==> src/rtl/gptr_pkg.sv <==
package gptr_pkg;

   // Structure used to decode the stored Gray word into binary
   typedef enum logic [0:0] {
      G2B_RIPPLE = 1'b0,   // serial chain from the top bit downward
      G2B_REDUCE = 1'b1    // per-bit XOR reduction, shallower logic
   } g2b_style_e;

   localparam int unsigned MIN_PTR_W = 2;
   localparam int unsigned MAX_PTR_W = 32;

endpackage

==> src/rtl/gptr_g2b.sv <==
module gptr_g2b
   import gptr_pkg::*;
#(
   parameter int unsigned W     = 5,
   parameter g2b_style_e  STYLE = G2B_RIPPLE
) (
   input  logic [W-1:0] gray_in,
   output logic [W-1:0] bin_out
);

   localparam int unsigned TOP = W - 1;

   generate
      if (STYLE == G2B_RIPPLE) begin : g_ripple
         // Each binary bit depends on the one decoded just above it
         assign bin_out[TOP] = gray_in[TOP];
         for (genvar i = 0; i < TOP; i++) begin : g_bit
            assign bin_out[i] = bin_out[i+1] ^ gray_in[i];
         end
      end else begin : g_reduce
         // Each binary bit is the parity of all Gray bits at or above it
         for (genvar i = 0; i < W; i++) begin : g_bit
            logic [W-1:0] upper;
            assign upper      = gray_in >> i;
            assign bin_out[i] = ^upper;
         end
      end
   endgenerate

endmodule

==> src/rtl/gptr_b2g.sv <==
module gptr_b2g #(
   parameter int unsigned W = 5
) (
   input  logic [W-1:0] bin_in,
   output logic [W-1:0] gray_out
);

   localparam int unsigned TOP = W - 1;

   assign gray_out[TOP] = bin_in[TOP];
   generate
      for (genvar i = 0; i < TOP; i++) begin : g_bit
         assign gray_out[i] = bin_in[i] ^ bin_in[i+1];
      end
   endgenerate

endmodule

==> src/rtl/gptr_step.sv <==
module gptr_step #(
   parameter int unsigned W = 5
) (
   input  logic [W-1:0] cur_bin,
   input  logic         advance,
   output logic [W-1:0] nxt_bin
);

   localparam logic [W-1:0] ONE = W'(1);

   always_comb begin
      nxt_bin = cur_bin;
      if (advance) begin
         nxt_bin = cur_bin + ONE;
      end
   end

endmodule

==> src/rtl/gptr_counter.sv <==
module gptr_counter
   import gptr_pkg::*;
#(
   parameter int unsigned PTR_W     = 5,
   parameter g2b_style_e  G2B_STYLE = G2B_RIPPLE
) (
   input  logic             clk,
   input  logic             rst_n,
   input  logic             inc_en,
   input  logic             block_flag,
   output logic [PTR_W-1:0] gray_ptr,
   output logic [PTR_W-1:0] bin_val,
   output logic [PTR_W-2:0] mem_addr
);

   localparam int unsigned ADDR_W = PTR_W - 1;

   generate
      if (PTR_W < MIN_PTR_W || PTR_W > MAX_PTR_W) begin : g_bad_width
         $error("gptr_counter: PTR_W out of supported range");
      end
   endgenerate

   logic [PTR_W-1:0] gray_q;
   logic [PTR_W-1:0] cur_bin;
   logic [PTR_W-1:0] nxt_bin;
   logic [PTR_W-1:0] nxt_gray;
   logic             step_ok;

   assign step_ok = inc_en & ~block_flag;

   gptr_g2b #(.W(PTR_W), .STYLE(G2B_STYLE)) u_dec (
      .gray_in (gray_q),
      .bin_out (cur_bin)
   );

   gptr_step #(.W(PTR_W)) u_step (
      .cur_bin (cur_bin),
      .advance (step_ok),
      .nxt_bin (nxt_bin)
   );

   gptr_b2g #(.W(PTR_W)) u_enc (
      .bin_in   (nxt_bin),
      .gray_out (nxt_gray)
   );

   always_ff @(posedge clk or negedge rst_n) begin
      if (!rst_n) begin
         gray_q <= '0;
      end else begin
         gray_q <= nxt_gray;
      end
   end

   assign gray_ptr = gray_q;
   assign bin_val  = cur_bin;
   assign mem_addr = cur_bin[ADDR_W-1:0];

endmodule

==> config.mk <==
export PLATFORM = sky130hd
export DESIGN_NAME = gptr_counter
export DESIGN_NICKNAME = d
export VERILOG_FILES = /design/src/rtl/gptr_pkg.sv /design/src/rtl/gptr_g2b.sv /design/src/rtl/gptr_b2g.sv /design/src/rtl/gptr_step.sv /design/src/rtl/gptr_counter.sv
export SDC_FILE = /design/constraint.sdc
export NUM_CORES = 1
export LEC_CHECK = 0
export CAP_MARGIN = 25
export CORE_AREA = 2 2 39 41
export CTS_BUF_LIST = sky130_fd_sc_hd__clkbuf_8 sky130_fd_sc_hd__clkbuf_16
export CTS_CLUSTER_DIAMETER = 150
export CTS_CLUSTER_SIZE = 10
export DETAILED_ROUTE_END_ITERATION = 8
export DIE_AREA = 0 0 41 43
export GPL_ROUTABILITY_DRIVEN = 1
export PLACE_DENSITY = 0.59
export SETUP_SLACK_MARGIN = 0.4
export SKIP_LAST_GASP = 1
export SYNTH_ARGS = -nofsm -noshare
export SYNTH_HDL_FRONTEND = slang
export SYNTH_SLANG_ARGS = --single-unit
export TNS_END_PERCENT = 1
==> constraint.sdc <==
create_clock -name clk -period 2.8 [get_ports clk]
set_clock_uncertainty 0.1 [all_clocks]
set_input_delay 0.56 -clock clk [delete_from_list [all_inputs] [get_ports clk]]
set_output_delay 0.56 -clock clk [all_outputs]
set_load 0.02 [all_outputs]
==> flow_summary.ini, run 1 <==
[status]
outcome = completed

[synthesis]
synthesis.area_um2 = 358
synth_nets = 40
ys_types = 11
yosysSeqAreaShare_pct = 35.0
ys_seq_elements = 5
netlist.area_leader.share_pct = 35.0
netlist_instances = 33
synth_top_area_cell = dfrtp_1
syn_area_per_cell_um2 = 10.8
synth_area_leaders = dfrtp_1, xnor2_1, buf_4, ha_1, inv_1
ys_warn_count = 0

[setup_path]
slowest_delay_ns = 0.43
cpMostUsedCell = ha_4
reg2reg_from = gray_ptr[4]
critPathBufInv = 4
cp_max_fo = 2
startpoint = gray_ptr[4]
crit_type = reg2out
crit_slowest_cell = dfrtp_2
cp_cell_sequence = xor2_4, ha_4, inv_6, ha_4, inv_6, ha_4, inv_4, buf_6
cp-end-kind = output pin
required_ns = 2.14
path_delay_family = adder cells
crit_arrival_ns = 1.91
critical_path.startpoint_type = register

[floorplanning]
initial_core_util_pct = 25.9
die_x_um = 41
die_area_um2 = 1760
row_count = 14
fp.coreArea_um2 = 1380
io_pins = 18
die_h_um = 43

[global_route]
busiest_layer = met2
met2_usage_pct = 17.5
grt_overflow = 0
grt_pass1_wl_mm = 1.16
grt_pass1_vias = 286
grt_max_degree = 6
met1_usage_pct = 9.77
grtUsageMet3_pct = 3.66
antenna_found_initial = 0
grt_use_total_pct = 10.6

[sta]
finalHoldWorstSlack_ns = 0.468
fin_crit_ns = 2.57
hold_viol = 0
fin_tns_setup_ns = 0
relSlewSlack_pct = 79.6
rsz0062_at_grt = yes
setup_viol = 0
fmax_mhz = 389
worst_slew_pin_slew_ns = 0.304
fin_crit_sh_pct = 91.8
report.final.slew_viol_count = 0

[layout]
final_area_um2 = 667
drive_gt1_share_pct = 40.0
synthToLayoutAreaGrowth_pct = 86.4
final_nets = 63
num_antenna_cells = 0
utilization_pct = 48.2

[run]
cap_viol_max_count = 0

[clock_network]
htree_levels = 1
root_buffer = clkbuf_8
cts_tree = built
clk_latency_ns = 0.22
cts.sinks = 5
cts_made_buffers = 3
postCtsHoldBufs = 0
cts.path.max_buffers = 2
clk_pin_slew_worst_paths_ns = 0.04

[placed_design]
dp_hpwl_um = 663
gp_congestion = 0.726
portBuffers = 17
postPlaceCellArea_um2 = 604

[route]
drt_pass1_iterations = 1
postRouteAntennaNets = 0
drtIter0Drc = 0
vias_per_cell = 4.10
wl_um = 772
post-route-drc-count = 0
routed-via-count = 291
detail_route.wl_per_cell_um = 10.9

[hold_path]
hold_class = in2async
-- layer usage --
layer | vias to the layer above | part of all wire (%)
li1 | 144 | -
met1 | 133 | 35
met2 | 12 | 56
met3 | 2 | 6.9
met4 | 0 | 1.8
met5 | - | 0
-- cell usage after synthesis --
cell and count:
and2b_2 1, and4bb_2 1, buf_4 5, dfrtp_1 5
ha_1 3, inv_1 6, mux2i_1 2, nand3b_1 1
nand4b_1 1, xnor2_1 7, xor2_2 1
-- what timing repair did --
action,4_1_cts,5_1_grt
pin swaps,4,4
gates resized for setup,16,0
setup endpoints to repair,8,8
setup buffers,1,1
-- per-stage QoR --
stage | setup WS [ns] | instances
CTS | 0.211 | 70
floorplan | 0.273 | 33
finish | 0.230 | 71
global placement | 0.00258 | 65
global route | 0.190 | 71
detailed placement | -0.00648 | 65
-- placed cells by master, fill, tap and decap left out --
master / synthesis / final
ha_4: 0 / 3
inv_6: 0 / 2
clkbuf_8: 0 / 3
xor2_4: 0 / 1
clkdlybuf4s15_1: 0 / 2
buf_6: 0 / 2
nand4b_1: 1 / 1
inv_1: 6 / 4
nand3b_1: 1 / 1
clkdlybuf4s50_1: 0 / 13
dfrtp_2: 0 / 2
inv_4: 0 / 1
xnor2_1: 7 / 7
and4bb_2: 1 / 1
and2b_2: 1 / 1
dfrtp_1: 5 / 3
mux2i_1: 2 / 2
buf_4: 5 / 6
-- final cells by class --
class,instances,area [µm²]
Clock inverter,1,3.75
Sequential cell,5,128
Clock buffer,3,41.3
Tap cell,16,20.0
Fill cell,132,717
Multi-Input combinational cell,17,221
Inverter,6,35.0
Timing Repair Buffer,23,218
-- cells by family after synthesis --
family | synth area share [%]
buf+inv | 16.8
xor+xnor | 21.7
flops | 35.0
simple gates | 10.5
mux | 5.59
fa+ha+maj | 10.5
-- worst paths after layout --
| check | slack, ns | end | depth (start not counted) |
|---|---|---|---|
| worst max-delay path | 0.23 | mem_addr[0] | 8 |
| worst min-delay path | 0.47 | gray_ptr[1] | 1 |
| worst max register to register | 0.31 | gray_ptr[3] | 10 |
| worst min register to register | 0.55 | register | 2 |
| max in group asynchronous | 1.92 | gray_ptr[4] | 1 |
| min in group clk | 0.55 | register | 2 |
Power of run 1 is left out: the tool's default activity adds up to more than one toggle a clock period on the data nets, which glitch-free logic cannot reach.
==> inputs of run 2 (changes only) <==
clock period = 2.4 ns   (was 2.8 ns; I/O delays follow)
==> flow_summary.ini, run 2 (synthesis results as in run 1) <==
[sta]
worst_slew_pin_slew_ns = 0.239
fin_crit_ns = 2.48
hold_viol = 0
setup_viol = 6
report.final.slew_viol_count = 0
fin_crit_sh_pct = 103
rsz0062_at_grt = yes
setup_slack_ns = -0.0835
relSlewSlack_pct = 83.9
fmax_mhz = 403

[layout]
fillers = 132
multi_input_area_um2 = 229
num_antenna_cells = 0
utilization_pct = 48.2
regArea_um2 = 128
final_common_cell = clkdlybuf4s50_1
final_nets = 62
drive_gt1_share_pct = 40.7
synthToLayoutAreaGrowth_pct = 86.4
layout.cells.most_common_list = clkdlybuf4s50_1, xnor2_1, buf_4

[setup_path]
cpMostUsedCell = ha_4
cp_max_fo = 2
crit_arrival_ns = 1.90
r2r_cells = 9
critical_path.startpoint_type = register
crit_type = reg2out
required_ns = 1.82
r2r_end = gray_ptr[2]
slowest_delay_ns = 0.43
crit_slowest_cell = dfrtp_2
reg2reg_from = gray_ptr[4]
timing.reg2reg.setup_slack_ns = 0.10
cp-end-kind = output pin
cp_cell_sequence = xor2_4, ha_4, inv_6, ha_4, inv_6, ha_4, inv_4, buf_6

[clock_network]
cts_tree = built
cts.path.max_buffers = 2
clk_pin_slew_worst_paths_ns = 0.03
root_buffer = clkbuf_8
htree_levels = 1
cts_setup_buffers = 0
cts.sinks = 5
cts_made_buffers = 3
postCtsHoldBufs = 0
clk_latency_ns = 0.22

[global_route]
antenna_found_initial = 0
grt_pass1_wl_mm = 1.21
grt_pass1_vias = 316
grt_overflow = 0
grt_use_total_pct = 10.9
grt_max_degree = 6

[route]
post-route-drc-count = 0
postRouteAntennaNets = 0
drtIter0Drc = 0
drt_pass1_iterations = 1
detail_route.wl_per_cell_um = 11.2
wl_um = 784
routed-via-count = 290
vias_per_cell = 4.14

[run]
cap_viol_max_count = 0

[floorplanning]
die_x_um = 41
die_area_um2 = 1760
io_pins = 18
row_count = 14
fp.coreArea_um2 = 1380
initial_core_util_pct = 25.9
die_h_um = 43

[placed_design]
gp_congestion = 0.706
dp_hpwl_um = 671
portBuffers = 17

[status]
violations = negative setup slack
outcome = finished, violations left

[hold_path]
hold_class = in2async
run 2: worst max path at each step:
stage / start / end / slack [ns]
2_1_floorplan: gray_ptr[4] / mem_addr[0] / -0.07
3_3_place_gp: gray_ptr[4] / bin_val[0] / -0.31
3_5_place_dp: gray_ptr[4] / mem_addr[0] / -0.31
4_1_cts: gray_ptr[3] / mem_addr[0] / -0.11
5_1_grt: gray_ptr[4] / mem_addr[0] / -0.13
6_report: gray_ptr[4] / mem_addr[0] / -0.08
run 2: per-stage QoR:
stage / setup TNS (ns) / hold WS [ns] / setup slack, ns / cells / cell area, µm²
after global placement: -0.808 / 0.523 / -0.311 / 66 / 619
after floorplan: -0.173 / 0.0844 / -0.0706 / 33 / 433
after CTS: -0.478 / 0.395 / -0.105 / 70 / 667
after global routing: -0.694 / 0.409 / -0.130 / 70 / 667
final: -0.417 / 0.389 / -0.0835 / 70 / 667
after detailed placement: -0.821 / 0.542 / -0.314 / 66 / 619
run 2: metal layers:
| metal | share of wire, % | global-route usage [%] |
|---|---|---|
| met1 | 38 | 10.4 |
| met2 | 54 | 18.1 |
| met3 | 4.8 | 1.57 |
| met4 | 2.8 | 10.0 |
| met5 | 0 | 0 |
run 2: repair_timing:
action                     in CTS  in global routing
pin swaps                       4                  4
gates resized for setup        16                  0
setup endpoints to repair      11                 12
run 2: layout make-up:
type	count	area share (%)
clock buffer	3	6.19
timing repair buffer	22	31.5
inverter	6	5.25
tap	16	3.00
sequential	5	19.1
multi-input combinational	17	34.3
clock inverter	1	0.563
run 2: worst max-delay path, delay by kind of cell, from the launching register on:
| kind | cells | cell delay [ns] |
|---|---|---|
| buffers and inverters | 4 | 0.21 |
| xor gates and xnor gates | 1 | 0.20 |
| DFF | 1 | 0.43 |
| adders and majority gates | 3 | 0.83 |
Power of run 2 is left out for the same reason.
